==> src/rtl/asp_pkg.sv <==
package asp_pkg;

    typedef enum logic [1:0] {
        FMT_RJ16 = 2'b00,
        FMT_RJ20 = 2'b01,
        FMT_LJ20 = 2'b10,
        FMT_I2S  = 2'b11
    } asp_fmt_e;

    // Left channel level of the word clock depends on the framing.
    function automatic logic chan_is_left(input asp_fmt_e f, input logic lr);
        return (f == FMT_I2S) ? ~lr : lr;
    endfunction

    // Bit slots between the word-clock change and the MSB.
    function automatic logic msb_delay(input asp_fmt_e f);
        return (f == FMT_I2S);
    endfunction

endpackage

==> src/rtl/asp_edge_sync.sv <==
module asp_edge_sync #(
    parameter int STAGES = 2
) (
    input  logic clk,
    input  logic rst_n,
    input  logic sclk_in,
    input  logic lrck_in,
    input  logic sdti_in,
    output logic sclk_rise,
    output logic sclk_fall,
    output logic lrck_s,
    output logic sdti_s
);
    localparam int LAST = STAGES - 1;

    typedef struct packed {
        logic [STAGES-1:0] sclk_sh;
        logic [STAGES-1:0] lrck_sh;
        logic [STAGES-1:0] sdti_sh;
        logic              sclk_last;
    } sync_t;

    sync_t st_d, st_q;

    // All three lines run through equal-length chains so they stay aligned.
    always_comb begin
        st_d           = st_q;
        st_d.sclk_sh   = {st_q.sclk_sh[LAST-1:0], sclk_in};
        st_d.lrck_sh   = {st_q.lrck_sh[LAST-1:0], lrck_in};
        st_d.sdti_sh   = {st_q.sdti_sh[LAST-1:0], sdti_in};
        st_d.sclk_last = st_q.sclk_sh[LAST];
    end

    always_ff @(posedge clk or negedge rst_n) begin
        if (!rst_n) st_q <= '0;
        else        st_q <= st_d;
    end

    assign sclk_rise = st_q.sclk_sh[LAST] & ~st_q.sclk_last;
    assign sclk_fall = ~st_q.sclk_sh[LAST] & st_q.sclk_last;
    assign lrck_s    = st_q.lrck_sh[LAST];
    assign sdti_s    = st_q.sdti_sh[LAST];

endmodule

==> src/rtl/asp_tx.sv <==
module asp_tx
    import asp_pkg::*;
#(
    parameter int WORD_W = 20,
    parameter int CNT_W  = 7
) (
    input  logic              clk,
    input  logic              rst_n,
    input  asp_fmt_e          fmt,
    input  logic              adc_pd,
    input  logic              fall_ev,
    input  logic              lrck_s,
    input  logic [WORD_W-1:0] tx_left,
    input  logic [WORD_W-1:0] tx_right,
    output logic              sdto
);
    localparam logic [CNT_W-1:0] CNT_MAX = '1;
    localparam logic [CNT_W-1:0] WORD_C  = CNT_W'(WORD_W);

    typedef struct packed {
        logic              lr_prev;
        logic [CNT_W-1:0]  slot;
        logic [WORD_W-1:0] word;
        logic              dout;
    } tx_t;

    tx_t st_d, st_q;
    logic [CNT_W-1:0]  off_c;
    logic [CNT_W-1:0]  pos;
    logic [WORD_W-1:0] aligned;

    always_comb begin
        st_d    = st_q;
        off_c   = CNT_W'(msb_delay(fmt));
        pos     = '0;
        aligned = '0;
        if (fall_ev) begin
            if (lrck_s != st_q.lr_prev) begin
                st_d.lr_prev = lrck_s;
                st_d.slot    = '0;
                st_d.word    = chan_is_left(fmt, lrck_s) ? tx_left : tx_right;
            end else if (st_q.slot != CNT_MAX) begin
                st_d.slot = st_q.slot + 1'b1;
            end
            pos     = st_d.slot - off_c;
            aligned = st_d.word << pos;
            if (st_d.slot >= off_c && pos < WORD_C) st_d.dout = aligned[WORD_W-1];
            else                                    st_d.dout = 1'b0;
        end
        if (adc_pd) st_d.dout = 1'b0;
    end

    always_ff @(posedge clk or negedge rst_n) begin
        if (!rst_n) begin
            st_q      <= '0;
            st_q.slot <= CNT_MAX;
        end else begin
            st_q <= st_d;
        end
    end

    assign sdto = st_q.dout;

    p_pd_quiet_r10: assert property (@(posedge clk) disable iff (!rst_n)
        $past(adc_pd) |-> !sdto);

    p_hold_between_falls_r11: assert property (@(posedge clk) disable iff (!rst_n)
        (!$past(fall_ev) && !$past(adc_pd)) |-> (sdto == $past(sdto)));

endmodule

==> src/rtl/asp_rx.sv <==
module asp_rx
    import asp_pkg::*;
#(
    parameter int WORD_W  = 20,
    parameter int SHORT_W = 16,
    parameter int CNT_W   = 7
) (
    input  logic              clk,
    input  logic              rst_n,
    input  asp_fmt_e          fmt,
    input  logic              rise_ev,
    input  logic              lrck_s,
    input  logic              sdti_s,
    output logic [WORD_W-1:0] rx_left,
    output logic [WORD_W-1:0] rx_right,
    output logic              rx_valid
);
    localparam logic [CNT_W-1:0]  CNT_MAX = '1;
    localparam logic [CNT_W-1:0]  WORD_C  = CNT_W'(WORD_W);
    localparam logic [WORD_W-1:0] TOP_BIT = {1'b1, {(WORD_W-1){1'b0}}};
    localparam int                EXT_W   = WORD_W - SHORT_W;

    typedef struct packed {
        logic              lr_prev;
        logic              armed;
        logic              left_ok;
        logic [CNT_W-1:0]  slot;
        logic [WORD_W-1:0] shreg;
        logic [WORD_W-1:0] place;
        logic [WORD_W-1:0] stage_l;
        logic [WORD_W-1:0] out_l;
        logic [WORD_W-1:0] out_r;
        logic              valid;
    } rx_t;

    rx_t st_d, st_q;
    logic [CNT_W-1:0]  off_c;
    logic [CNT_W-1:0]  pos;
    logic [WORD_W-1:0] done_w;

    // Word finished at a word-clock change, per framing.
    always_comb begin
        unique case (fmt)
            FMT_RJ16: done_w = {{EXT_W{st_q.shreg[SHORT_W-1]}}, st_q.shreg[SHORT_W-1:0]};
            FMT_RJ20: done_w = st_q.shreg;
            default:  done_w = st_q.place;
        endcase
    end

    always_comb begin
        st_d       = st_q;
        st_d.valid = 1'b0;
        off_c      = CNT_W'(msb_delay(fmt));
        pos        = '0;
        if (rise_ev) begin
            if (lrck_s != st_q.lr_prev) begin
                if (st_q.armed) begin
                    if (chan_is_left(fmt, st_q.lr_prev)) begin
                        st_d.stage_l = done_w;
                        st_d.left_ok = 1'b1;
                    end else if (st_q.left_ok) begin
                        st_d.out_l   = st_q.stage_l;
                        st_d.out_r   = done_w;
                        st_d.valid   = 1'b1;
                        st_d.left_ok = 1'b0;
                    end
                end
                st_d.armed   = 1'b1;
                st_d.lr_prev = lrck_s;
                st_d.slot    = '0;
                st_d.place   = '0;
            end else if (st_q.slot != CNT_MAX) begin
                st_d.slot = st_q.slot + 1'b1;
            end
            st_d.shreg = {st_q.shreg[WORD_W-2:0], sdti_s};
            pos        = st_d.slot - off_c;
            if (st_d.slot >= off_c && pos < WORD_C && sdti_s)
                st_d.place = st_d.place | (TOP_BIT >> pos);
        end
    end

    always_ff @(posedge clk or negedge rst_n) begin
        if (!rst_n) begin
            st_q      <= '0;
            st_q.slot <= CNT_MAX;
        end else begin
            st_q <= st_d;
        end
    end

    assign rx_left  = st_q.out_l;
    assign rx_right = st_q.out_r;
    assign rx_valid = st_q.valid;

    p_strobe_single_r9: assert property (@(posedge clk) disable iff (!rst_n)
        rx_valid |=> !rx_valid);

    p_pair_moves_with_strobe_r9: assert property (@(posedge clk) disable iff (!rst_n)
        ((rx_left != $past(rx_left)) || (rx_right != $past(rx_right))) |-> rx_valid);

endmodule

==> src/rtl/asp_serial_port.sv <==
module asp_serial_port
    import asp_pkg::*;
#(
    parameter int WORD_W      = 20,
    parameter int SHORT_W     = 16,
    parameter int MAX_SLOTS   = 64,
    parameter int SYNC_STAGES = 2
) (
    input  logic              clk,
    input  logic              rst_n,
    input  logic [1:0]        fmt,
    input  logic              adc_pd,
    input  logic              sclk,
    input  logic              lrck,
    input  logic              sdti,
    output logic              sdto,
    input  logic [WORD_W-1:0] tx_left,
    input  logic [WORD_W-1:0] tx_right,
    output logic [WORD_W-1:0] rx_left,
    output logic [WORD_W-1:0] rx_right,
    output logic              rx_valid
);
    localparam int CNT_W = $clog2(MAX_SLOTS) + 1;

    logic     sclk_rise, sclk_fall, lrck_s, sdti_s;
    asp_fmt_e fmt_e;

    assign fmt_e = asp_fmt_e'(fmt);

    asp_edge_sync #(.STAGES(SYNC_STAGES)) u_sync (
        .clk      (clk),
        .rst_n    (rst_n),
        .sclk_in  (sclk),
        .lrck_in  (lrck),
        .sdti_in  (sdti),
        .sclk_rise(sclk_rise),
        .sclk_fall(sclk_fall),
        .lrck_s   (lrck_s),
        .sdti_s   (sdti_s)
    );

    asp_tx #(.WORD_W(WORD_W), .CNT_W(CNT_W)) u_tx (
        .clk     (clk),
        .rst_n   (rst_n),
        .fmt     (fmt_e),
        .adc_pd  (adc_pd),
        .fall_ev (sclk_fall),
        .lrck_s  (lrck_s),
        .tx_left (tx_left),
        .tx_right(tx_right),
        .sdto    (sdto)
    );

    asp_rx #(.WORD_W(WORD_W), .SHORT_W(SHORT_W), .CNT_W(CNT_W)) u_rx (
        .clk     (clk),
        .rst_n   (rst_n),
        .fmt     (fmt_e),
        .rise_ev (sclk_rise),
        .lrck_s  (lrck_s),
        .sdti_s  (sdti_s),
        .rx_left (rx_left),
        .rx_right(rx_right),
        .rx_valid(rx_valid)
    );

    p_strobe_follows_rise_r9: assert property (@(posedge clk) disable iff (!rst_n)
        rx_valid |-> $past(sclk_rise));

    p_rise_fall_apart_r11: assert property (@(posedge clk) disable iff (!rst_n)
        sclk_fall |-> !$past(sclk_rise));

endmodule

==> config.mk <==
export PLATFORM = sky130hd
export DESIGN_NAME = asp_serial_port
export DESIGN_NICKNAME = d
export VERILOG_FILES = /design/src/rtl/asp_pkg.sv /design/src/rtl/asp_edge_sync.sv /design/src/rtl/asp_tx.sv /design/src/rtl/asp_rx.sv /design/src/rtl/asp_serial_port.sv
export SDC_FILE = /design/constraint.sdc
export NUM_CORES = 1
export LEC_CHECK = 0
export BUFFER_PORTS_ARGS = -buffer_cell sky130_fd_sc_hd__buf_2
export CAP_MARGIN = 20
export CORE_ASPECT_RATIO = 1.75
export CORE_MARGIN = 2
export CORE_UTILIZATION = 25
export CTS_CLUSTER_DIAMETER = 50
export CTS_CLUSTER_SIZE = 24
export DETAILED_ROUTE_END_ITERATION = 7
export PLACE_DENSITY = 0.38
export SLEW_MARGIN = 5
export SYNTH_ARGS = -nofsm -noshare
export SYNTH_HDL_FRONTEND = slang
export SYNTH_HIERARCHICAL = 1
export SYNTH_SLANG_ARGS = --single-unit
==> constraint.sdc <==
create_clock -name clk -period 4.2 [get_ports clk]
set_input_delay 0.21 -clock clk [delete_from_list [all_inputs] [get_ports clk]]
set_output_delay 0.21 -clock clk [all_outputs]
set_load 0.01 [all_outputs]
==> summary.md, run 1 <==
| Metric | Value |
|---|---|
| Die Y | about 240 um |
| Global-route wire length before repair | 35.20 mm |
| Max Root-Sink Buffers | 2 |
| Synth warnings | 6 |
| Clk pwr share | 0.332 |
| Total grt overflow | 0 |
| Syn_area_per_cell | 9.553 sq um |
| HPWL after DPL | around 17 mm |
| Area contributors post-synth | dfrtp_1 43%, nand2_1 7.2%, dfstp_2 4.8% |
| Final critical-path required period | between 3 and 4 ns |
| Status | complete, no violations |
| Post-synthesis to final-layout area growth | 14.57% |
| CTS root buf | clkbuf_16 |
| Post_cts resized | 0 |
| PD cells | ~530 nW/um^2 |
| Initial Util | 0.2523 |
| Clk_skew | around 0.0090 ns |
| Setup violators final | 0 |
| Leakage | 3.895 nW |
| ANT nets after route | 0 |
| Nets | 900 |
| Slew margin rel. | 0.3580 |
| Clk slew on worst S/H paths | roughly 0.070 ns |
| CP Capture Type | flop |
| First drt pass iteration count | 4 |
| Synth Instances | around 810 |
| Async SR Flop Fraction | 1.000 |
| Sequential share of power | 0.423 |
| Crit path max fanout | 7 |
| H-tree depth | 4 |
| Worst-Skew Late Latency | about 0.44 ns |
| Cell Rows | 85 |
| Netlist cell types | 75 |
| CTS tree | done |
| Max Fclk | 0.2743 GHz |
| Die Wd | between 100 and 150 um |
| Synthesized area | 7729 sq um |
| Fin crit share | 0.8680 |
| # DRC | 0 |
| Vias in the first global route | between 6000 and 7000 |
| Logic pwr share | 0.246 |
| Register area share after synthesis | 0.4782 |
| Peak supply drop | roughly 250 uV |
| Total Die Area | 32390 sq um |
| Yosys reg bits | about 150 |
| CTS Buf Count | 17 |
| WL final | 22.57 mm |
| Post-synth EDFFs | 0 |
| Initial DRC count | around 300 |
| I/O Pins | 90 |
| Fill count | between 3000 and 4000 |
| Non-Filler Cell Area, Final | 8855 sq um |
| Sw power | ~1.6 mW |
| Slew @ Worst Pin | about 0.96 ns |
| Worst setup path class | flop to flop |
| Int Pwr | between 3 and 4 mW |
| Hold/Removal Path Class | primary input to flop |
| Top cell type's share of synthesized area | 0.4306 |
| Sw frac | 0.3344 |
| Final hold violation count | 0 |
| Core area | 30630 sq um |
| Vias per std cell | about 4.7 |
| Max cap viols | 0 |
| GR Util All Layers | 0.1450 |
| Dominant synthesized flop cell | dfrtp_1 |
| Clock tree sinks | 147 |
| Antenna violations before repair | 1 |
| Crit path launch type | flop |
| Placed cell areas | about 8200 sq um |
| Worst EP arrival | 3.97 ns |
| RSZ-0062 raised after global routing | no |
| Max-slew violations | 0 |
| Vias post-DR | 5912 |
| Number of buffers added on ports | a little under 90 |
| Synth area leader | dfrtp_1 |
| Layout cells sized above 1 | 0.2363 |
| Drt wl/cell | around 18 um |
| GP Congestion | ~0.81 |
| CP Data Required Time | between 4 and 5 ns |
| Largest net degree at the start of global routing | 97 |
| Synthesized Nets | about 860 |
| Setup TNS | 0 ns |
## cell usage after synthesis, types with 6 or more instances
library cell,number
ha_1,6
o21ai_0,72
o21ai_1,8
nand2_1,149
dfstp_2,14
inv_1,9
a21oi_1,20
mux2_2,29
buf_4,47
buf_2,7
a31oi_1,31
o31ai_1,16
mux2i_1,25
nand3_1,42
dfrtp_1,133
a211oi_1,9
clkbuf_1,25
nor2_1,49
## routing by layer
metal / track usage / wire (um) / up-vias
met5: 0 / 0 / -
met4: 0.06186 / 659 / 0
met3: 0.02954 / 690 / 37
met2: 0.2706 / 12480 / 101
met1: 0.1541 / 8738 / 2872
li1: - / - / 2902
## power by group through the flow
stage | Combinational (mW) | Clock [mW] | Sequential (mW)
3_3_place_gp | 1.18 | 0 | 2.02
5_1_grt | 1.32 | 1.69 | 2.05
2_1_floorplan | 0.959 | 0 | 1.95
4_1_cts | 1.20 | 1.62 | 2.01
6_report | 1.16 | 1.57 | 2.00
3_5_place_dp | 1.19 | 0 | 2.03
## cell type report
type                            instances  area, sq um  area share
Antenna cell                            1        2.502   0.0002826
Clock buffer                           17        425.4     0.04804
Clock inverter                         15        171.4     0.01936
Inverter                                9        33.78    0.003815
Multi-Input combinational cell        562         3427      0.3870
Sequential cell                       147         3696      0.4174
Tap cell                              391        489.2     0.05525
Timing Repair Buffer                  109        609.3     0.06881
## sequential cells by signal (all words and copies together), names as in the netlist, 4 cells and up
name / cells
u_sync/st_d: 4
u_rx/rx_left: 20
u_rx/st_q: 70
u_tx/st_q: 28
u_rx/rx_right: 20
## layout by cell type (no fill, tap or decap), types with 4 or more instances in the layout
| master | Yosys | layout |
|---|---|---|
| nand3b_1 | 4 | 4 |
| dfstp_2 | 14 | 14 |
| o21ai_1 | 8 | 8 |
| mux2_2 | 29 | 29 |
| xnor2_1 | 5 | 5 |
| a31oi_1 | 31 | 31 |
| mux2i_1 | 25 | 25 |
| buf_2 | 7 | 89 |
| buf_4 | 47 | 15 |
| o211ai_1 | 5 | 5 |
| xor2_1 | 5 | 4 |
| ha_1 | 6 | 6 |
| nor3_1 | 4 | 4 |
| nand2_1 | 149 | 149 |
| a211oi_1 | 9 | 9 |
| clkbuf_16 | 0 | 17 |
| dfrtp_1 | 133 | 133 |
| dlygate4sd3_1 | 2 | 4 |
| a21boi_0 | 5 | 5 |
| nand3_1 | 42 | 42 |
| nand4_1 | 5 | 5 |
| a21oi_1 | 20 | 20 |
| nor2_1 | 49 | 49 |
| o21ai_0 | 72 | 72 |
| o31ai_1 | 16 | 16 |
| inv_1 | 9 | 9 |
| and2_1 | 4 | 4 |
## worst paths after layout
| kind | endpoint | slack (ns) | startpoint | cells past startpoint |
|---|---|---|---|---|
| max | u_tx/sdto$_DFFE_PN0P_ | 0.55 | u_tx/st_q[21]$_DFFE_PN1P_ | 12 |
| min | u_tx/st_q[16]$_DFFE_PN0P_ | 0.07 | tx_right[15] | 3 |
| max reg2reg | u_tx/sdto$_DFFE_PN0P_ | 0.55 | u_tx/st_q[21]$_DFFE_PN1P_ | 12 |
| min reg2reg | u_sync/st_d[0]$_DFF_PN0_ | 0.35 | u_sync/st_d[6]$_DFF_PN0_ | 0 |
| max in group asynchronous | u_rx/st_q[106]$_DFFE_PN1P_ | 2.77 | rst_n | 3 |
| min in group asynchronous | u_tx/st_q[16]$_DFFE_PN0P_ | 0.41 | rst_n | 2 |
## timing repair
item,CTS,global route
hold endpoints to repair,97,0
hold buffers,4,0
buffers inserted,0,0
## critical path: stages, from the launching register on
cell and delay, ns:
dfstp_2 0.58, ha_1 0.29, and4_1 0.32, nor2b_1 0.30
xnor2_1 0.18, nand2_1 0.08, ha_1 0.26, ha_1 0.26
xor2_1 0.25, or4_1 0.54, o311ai_1 0.13, o32ai_1 0.13
a32o_1 0.22
## stage by stage
| stage | instances | utilization | hold slack, ns | total power, mW | worst slack (ns) |
|---|---|---|---|---|---|
| CTS | 1249 | 0.2888 | 0.04007 | 4.829 | 0.5215 |
| detailed placement | 1213 | 0.2681 | 0.3251 | 3.222 | 0.5707 |
| global placement | 1213 | 0.2681 | 0.3338 | 3.207 | 0.6003 |
| finish | 1251 | 0.2891 | 0.06829 | 4.737 | 0.5546 |
| floorplan | 809 | - | -0.08559 | 2.908 | 0.9148 |
| global route | 1251 | 0.2891 | 0.06155 | 5.066 | 0.3036 |
## kinds of logic after synthesis
family,count (synthesis),synth area share
multiplexers,58,0.08483
adder cells (fa/ha/maj),6,0.009713
AND/OR/NAND/NOR,291,0.1708
flip-flops,147,0.4782
buffers and inverters,100,0.07965
XOR/XNOR,10,0.01133
AO/OA/AOI/OAI,197,0.1655
(Power assumes the default switching activity.)
==> run 2: changes to the inputs <==
- ABC_AREA: default -> 1
==> summary.md, run 2 <==
| Metric | Value |
|---|---|
| Worst-Skew Late Latency | 0.43 ns (was 0.44 ns) |
| H-tree depth | 4 (unchanged) |
| Worst path cell trace | ha_1 -> nand2_2 -> nor2_2 -> nand2_2 -> a21oi_1 -> o21ai_0 -> ha_1 -> ha_1 -> xor2_4 -> nand3_2 -> nand2_1 -> nand3_4 -> nor2_4 -> nand2_1 -> nand2_1 (was ha_1 -> and4_1 -> nor2b_1 -> xnor2_1 -> nand2_1 -> ha_1 -> ha_1 -> xor2_1 -> or4_1 -> o311ai_1 -> o32ai_1 -> a32o_1) |
| GP Congestion | 0.8003 (was 0.8105) |
| Non-Filler Instances | 1396 (was 1251) |
| Largest reg by FF count | u_rx/st_q (unchanged) |
| Top cell type's share of synthesized area | 0.4249 (was 0.4306) |
| Final cell utilization of the core | 0.2910 (was 0.2891) |
| Post-CTS Setup Inserts | 0 (unchanged) |
| Core area | 30840 sq um (was 30630 sq um) |
| Max Fclk | 0.3300 GHz (was 0.2743 GHz) |
| Logic pwr share | 0.248 (was 0.246) |
| Async SR Flop Fraction | 1.000 (unchanged) |
| Post-synth EDFFs | 0 (unchanged) |
| Area contributors post-synth | dfrtp_1 42%, nand2_1 15%, nand3_1 5.9% (was dfrtp_1 43%, nand2_1 7.2%, dfstp_2 4.8%) |
| Clock tree sinks | 147 (unchanged) |
| Worst EP arrival | 3.40 ns (was 3.97 ns) |
| R2r setup slk | 1.17 ns (was 0.55 ns) |
| Sequential cell area | 3696 sq um (unchanged) |
| Nets | 1047 (was 900) |
| Min-Delay Path Depth | 3 (unchanged) |
| I/O Pins | 90 (unchanged) |
| Crit path max fanout | 8 (was 7) |
| PD cells | 521.5 nW/um^2 (was 534.9 nW/um^2) |
| GR Util All Layers | 0.1406 (was 0.1450) |
| CTS Buf Count | 17 (unchanged) |
| Worst r2r path cells | 15 (was 12) |
| Sequential share of power | 0.408 (was 0.423) |
| Netlist cell types | 40 (was 75) |
| Crit path launch type | flop (unchanged) |
| CTS root buf | clkbuf_16 (unchanged) |
| Sw power | 1.519 mW (was 1.584 mW) |
| Peak supply drop | 282.8 uV (was 253.1 uV) |
| Register area share after synthesis | 0.4718 (was 0.4782) |
| Cell Rows | 85 (unchanged) |
| Final hold violation count | 0 (unchanged) |
| Count leader, synth | nand2_1 (unchanged) |
| CP Capture Type | flop (unchanged) |
| Drt wl/cell | 15.75 um (was 18.04 um) |
| Post-CTS Hold Fix Bufs | 4 (unchanged) |
| Syn_area_per_cell | 8.246 sq um (was 9.553 sq um) |
| Leakage | 4.477 nW (was 3.895 nW) |
| Registers with the most flip-flops | u_rx/st_q x70, u_tx/st_q x28 (unchanged) |
| Hold/Removal Path Class | primary input to flop (unchanged) |
| Die Y | 238.2 um (was 236.6 um) |
| Commonest non-fill, non-tap cells in the layout | 309 x nand2_1, 133 x dfrtp_1, 93 x nand3_1, 88 x buf_2, 74 x inv_1 (was 149 x nand2_1, 133 x dfrtp_1, 89 x buf_2, 72 x o21ai_0, 49 x nor2_1) |
| Clk_skew | 0.008447 ns (was 0.008970 ns) |
| Initial DRC count | 308 (was 303) |
| Placed Cells | 1361 (was 1213) |
| Max-slew violations | 0 (unchanged) |
| Global-route wire length before repair | 34.24 mm (was 35.20 mm) |
| Setup violators final | 0 (unchanged) |
| Final critical-path required period | 3.030 ns (was 3.645 ns) |
| Max Root-Sink Buffers | 2 (unchanged) |
| Synth warnings | 6 (unchanged) |
| HPWL after DPL | 16.20 mm (was 16.66 mm) |
| ANT nets after route | 0 (unchanged) |
| CP Data Required Time | 4.57 ns (was 4.53 ns) |
| Max cap viols | 0 (unchanged) |
| Post-synthesis to final-layout area growth | 14.55% (was 14.57%) |
| WHS | 0.04439 ns (was 0.06829 ns) |
| Antenna violations before repair | 0 (was 1) |
| Total power draw | 4.680 mW (was 4.737 mW) |
| Area of the multi-input gates | 3279 sq um (was 3427 sq um) |
| Slowest cell on crit path | dfstp_2 (unchanged) |
| Total Die Area | 32820 sq um (was 32390 sq um) |
| Synth Instances | 950 (was 809) |
| CTS tree | done (unchanged) |
| Delay of the slowest cell on the worst path | 0.62 ns (was 0.58 ns) |
| RSZ-0062 raised after global routing | no (unchanged) |
| Slew @ Worst Pin | 0.9447 ns (was 0.9630 ns) |
| Largest register FFs | 70 (unchanged) |
| Vias post-DR | 6054 (was 5912) |
| Post_cts resized | 0 (unchanged) |
| Yosys reg bits | 147 (unchanged) |
| Sw frac | 0.3246 (was 0.3344) |
| Int Pwr | 3.161 mW (was 3.153 mW) |
| Dominant synthesized flop cell | dfrtp_1 (unchanged) |
| First drt pass iteration count | 4 (unchanged) |
| Synthesized area | 7834 sq um (was 7729 sq um) |
| WL final | 21.99 mm (was 22.57 mm) |
| Worst setup path class | flop to flop (unchanged) |
| Fill count | 3329 (was 3276) |
| Status | complete, no violations (unchanged) |
| Slew margin rel. | 0.3702 (was 0.3580) |
| # DRC | 0 (unchanged) |
| Vias per std cell | 4.337 (was 4.726) |
| Largest net degree at the start of global routing | 148 (was 97) |
| Clk slew on worst S/H paths | 0.06 ns (was 0.07 ns) |
| Setup TNS | 0 ns (unchanged) |
| Initial Util | 0.2540 (was 0.2523) |
| Die Wd | 137.8 um (was 136.9 um) |
| Vias in the first global route | 6181 (was 6215) |
| Number of buffers added on ports | 89 (unchanged) |
| Fin crit share | 0.7215 (was 0.8680) |
| Antenna diodes | 0 (was 1) |
| Layout cells sized above 1 | 0.2199 (was 0.2363) |
| Synth area leader | dfrtp_1 (unchanged) |
| Synthesized Nets | 1004 (was 863) |
| Most frequent cells after synthesis | 309 x nand2_1, 133 x dfrtp_1, 93 x nand3_1 (was 149 x nand2_1, 133 x dfrtp_1, 72 x o21ai_0) |
| Clk pwr share | 0.344 (was 0.332) |
| Most common cell after layout, fill and taps aside | nand2_1 (unchanged) |
| Total grt overflow | 0 (unchanged) |
## run 2: path summary, 6_finish.rpt
| check | start | to |
|---|---|---|
| max in group asynchronous | rst_n | u_rx/rx_right[7]$_DFFE_PN0P_ |
| min in group asynchronous | rst_n | u_sync/st_d[0]$_DFF_PN0_ |
| max reg2reg | u_rx/st_q[101]$_DFFE_PN1P_ | u_rx/st_q[77]$_DFFE_PN0P_ |
| min reg2reg | u_sync/st_d[4]$_DFF_PN0_ | u_sync/lrck_s$_DFF_PN0_ |
| max | u_rx/st_q[101]$_DFFE_PN1P_ | u_rx/st_q[77]$_DFFE_PN0P_ |
| min | adc_pd | u_tx/sdto$_DFFE_PN0P_ |
## run 2: final cells by class
class / count / share of cell area
well taps: 391 / 0.05452
clock inverters: 14 / 0.02091
repair buffers: 103 / 0.06595
multi-input cells: 643 / 0.3654
inverters: 81 / 0.03388
clock buffers: 17 / 0.04741
flip-flops and latches: 147 / 0.4119
## run 2: cells by family after synthesis
family	count (synthesis)	synth area share
flops	147	0.4718
buf+inv	160	0.1102
xor+xnor	8	0.01422
simple gates	501	0.2835
compound gates	98	0.06756
fa+ha+maj	6	0.009583
mux	30	0.04312
## run 2: critical path, delay by kind of cell (launching register included)
family,cells,cell delay [ns]
AO/OA/AOI/OAI,2,0.24
XOR/XNOR,1,0.27
adder cells (fa/ha/maj),3,0.75
flip-flops,1,0.62
AND/OR/NAND/NOR,9,1.07
## run 2: power by group through the flow
stage / Sequential (mW) / Combinational, mW / Clock [mW]
4_1_cts: 1.92 / 1.19 / 1.68
3_3_place_gp: 1.94 / 1.19 / 0
2_1_floorplan: 1.87 / 0.977 / 0
3_5_place_dp: 1.94 / 1.18 / 0
5_1_grt: 1.95 / 1.31 / 1.72
6_report: 1.91 / 1.16 / 1.61
## run 2: layer usage
metal / routed length (um) / share of wire / vias up / track usage
met5: 0 / 0 / - / 0
met4: 609 / 0.028 / 0 / 0.05226
met3: 760 / 0.035 / 25 / 0.02868
met2: 12270 / 0.56 / 102 / 0.2714
met1: 8347 / 0.38 / 2844 / 0.1451
li1: - / - / 3083 / -
## run 2: metrics by stage
stage          instance area [sq um]  worst slack [ns]
2_1_floorplan                   7834             1.516
5_1_grt                         8974            0.8382
3_3_place_gp                    8320             1.136
4_1_cts                         8974             1.137
6_report                        8974             1.170
3_5_place_dp                    8320             1.160
==> run 3: changes to the inputs <==
- PLACE_DENSITY: 0.38 -> 0.39
- clock period: 4.2 -> 2.6 ns (I/O delays scaled with it)
==> summary.md, run 3 (synthesis gave the netlist of run 2 again) <==
| Metric | Value |
|---|---|
| Clk_skew | 0.009470 ns (was 0.008447 ns) |
| Core area | 30840 sq um (unchanged) |
| CP Data Required Time | 2.98 ns (was 4.57 ns) |
| Global-route wire length before repair | 35.09 mm (was 34.24 mm) |
| Total Die Area | 32820 sq um (unchanged) |
| RSZ-0062 raised after global routing | yes (was no) |
| Post-synthesis to final-layout area growth | 20.64% (was 14.55%) |
| HP Start | tx_left[11] (was adc_pd) |
| Largest net degree at the start of global routing | 75 (was 148) |
| Largest register FFs | 70 (unchanged) |
| Total power draw | 7.727 mW (was 4.680 mW) |
| I/O Pins | 90 (unchanged) |
| Crit path max fanout | 8 (unchanged) |
| Clock tree sinks | 147 (unchanged) |
| CTS tree | done (unchanged) |
| Initial Util | 0.2540 (unchanged) |
| Final hold violation count | 0 (unchanged) |
| Die Wd | 137.8 um (unchanged) |
| Crit path launch type | flop (unchanged) |
| Worst EP arrival | 2.87 ns (was 3.40 ns) |
| Slew margin rel. | 0.4521 (was 0.3702) |
| Max cap viols | 0 (unchanged) |
| Largest reg by FF count | u_rx/st_q (unchanged) |
| Commonest non-fill, non-tap cells in the layout | 294 x nand2_1, 133 x dfrtp_1, 88 x buf_2, 88 x nand3_1, 72 x inv_1 (was 309 x nand2_1, 133 x dfrtp_1, 93 x nand3_1, 88 x buf_2, 74 x inv_1) |
| Layout cells sized above 1 | 0.2871 (was 0.2199) |
| Fin crit share | 0.9585 (was 0.7215) |
| Setup violators final | 0 (unchanged) |
| Nets | 1086 (was 1047) |
| H-tree depth | 4 (unchanged) |
| Antenna diodes | 0 (unchanged) |
| Antenna violations before repair | 0 (unchanged) |
| Placed cell areas | 8621 sq um (was 8320 sq um) |
| CTS root buf | clkbuf_16 (unchanged) |
| CTS Buf Count | 17 (unchanged) |
| Final critical-path required period | 2.492 ns (was 3.030 ns) |
| WL final | 22.16 mm (was 21.99 mm) |
| Max Root-Sink Buffers | 2 (unchanged) |
| Final cell utilization of the core | 0.3064 (was 0.2910) |
| Non-Filler Cell Area, Final | 9450 sq um (was 8974 sq um) |
| Slew @ Worst Pin | 0.8210 ns (was 0.9447 ns) |
| HPWL after DPL | 16.43 mm (was 16.20 mm) |
| Cell Rows | 85 (unchanged) |
| Vias per std cell | 4.357 (was 4.337) |
| Leakage | 4.694 nW (was 4.477 nW) |
| ANT nets after route | 0 (unchanged) |
| Worst-Skew Late Latency | 0.44 ns (was 0.43 ns) |
| Drt wl/cell | 15.43 um (was 15.75 um) |
| Total grt overflow | 0 (unchanged) |
| Vias in the first global route | 6560 (was 6181) |
| Most common cell after layout, fill and taps aside | nand2_1 (unchanged) |
| PD cells | 817.7 nW/um^2 (was 521.5 nW/um^2) |
| Number of buffers added on ports | 89 (unchanged) |
| Worst setup margin | 0.1079 ns (was 1.170 ns) |
| Worst setup path class | flop to flop (unchanged) |
| CP Capture Type | flop (unchanged) |
| # DRC | 0 (unchanged) |
| Clk slew on worst S/H paths | 0.07 ns (was 0.06 ns) |
| Max-slew violations | 0 (unchanged) |
| Die Y | 238.2 um (unchanged) |
| Initial DRC count | 251 (was 308) |
| Worst R2R Start | u_rx/st_q[101]$_DFFE_PN1P_ (unchanged) |
| GP Congestion | 0.7766 (was 0.8003) |
| GR Util All Layers | 0.1431 (was 0.1406) |
| Hold/Removal Path Class | primary input to flop (unchanged) |
| Pre-CTS WS | -0.1204 ns (was 1.160 ns) |
| Peak supply drop | 456.5 uV (was 282.8 uV) |
| Status | complete, no violations (unchanged) |
| First drt pass iteration count | 6 (was 4) |
| Vias post-DR | 6257 (was 6054) |
| Critical Path Source | u_rx/st_q[101]$_DFFE_PN1P_ (unchanged) |
| Registers with the most flip-flops | u_rx/st_q x70, u_tx/st_q x28 (unchanged) |
| Max Fclk | 0.4013 GHz (was 0.3300 GHz) |
-- run 3: changes by cell type in the layout (fill, tap and decap cells not counted), moves of 5 or more --
cell and delta:
buf_4 +36, ha_1 -6, nand2_1 -15, nand2_2 +14
nand3_1 -5, nor2_1 -9, nor2_2 +8
-- run 3: critical path, stage by stage (launching register included) --
cell     delay, ns
dfstp_2       0.56
ha_4          0.15
nand2_4       0.06
nor2_4        0.12
nand2_2       0.08
a21oi_2       0.15
o21ai_2       0.09
ha_4          0.18
ha_4          0.18
xor2_4        0.17
nand3_2       0.11
nand2_2       0.09
nand3_4       0.15
nor2_8        0.21
nand2_1       0.08
nand2_1       0.06
-- run 3: where the power goes --
group          internal (mW)  switching (mW)
registers               2.78           0.285
logic                  0.874            1.25
clock network           1.49            1.04
-- run 3: cell type report --
type | count | area (sq um)
inverters | 81 | 306.5
clock inverters | 11 | 123.9
flip-flops and latches | 147 | 3696
repair buffers | 142 | 912.1
well taps | 391 | 489.2
multi-input cells | 643 | 3452
fillers | 3317 | 21390
clock buffers | 21 | 470.5
-- run 3: per-stage QoR --
step / TNS [ns] / cells / hold slack [ns]
after floorplan: 0 / 950 / -0.1656
after global placement: -1.103 / 1397 / 0.2389
after detailed placement: -1.619 / 1397 / 0.2394
after CTS: 0 / 1434 / 0.02371
after global routing: -0.3842 / 1436 / 0.07050
final: 0 / 1436 / 0.05048
-- run 3: what timing repair did --
action | 4_1_cts | 5_1_grt
hold endpoints to repair | 68 | 0
resized for setup | 12 | 36
hold buffers | 5 | 0
buffers inserted | 0 | 2
pin swaps | 3 | 14
setup endpoints to repair | 21 | 21
-- run 3: path summary, 6_finish.rpt --
path | cells after the start | slack [ns] | end
max in group asynchronous | 3 | 1.56 | u_rx/rx_left[2]$_DFFE_PN0P_
min in group asynchronous | 2 | 0.30 | u_tx/st_q[8]$_DFFE_PN0P_
worst min-delay path | 5 | 0.05 | u_tx/st_q[12]$_DFFE_PN0P_
worst min register to register | 0 | 0.35 | u_sync/sdti_s$_DFF_PN0_
worst max register to register | 15 | 0.11 | u_rx/st_q[65]$_DFFE_PN0P_
worst max-delay path | 15 | 0.11 | u_rx/st_q[65]$_DFFE_PN0P_
-- run 3: routing by layer --
metal | wire length (um) | GRT usage | part of all wire
met5 | 0 | 0 | 0
met4 | 521 | 0.05380 | 0.024
met3 | 721 | 0.02996 | 0.033
met2 | 12420 | 0.2751 | 0.56
met1 | 8493 | 0.1477 | 0.38
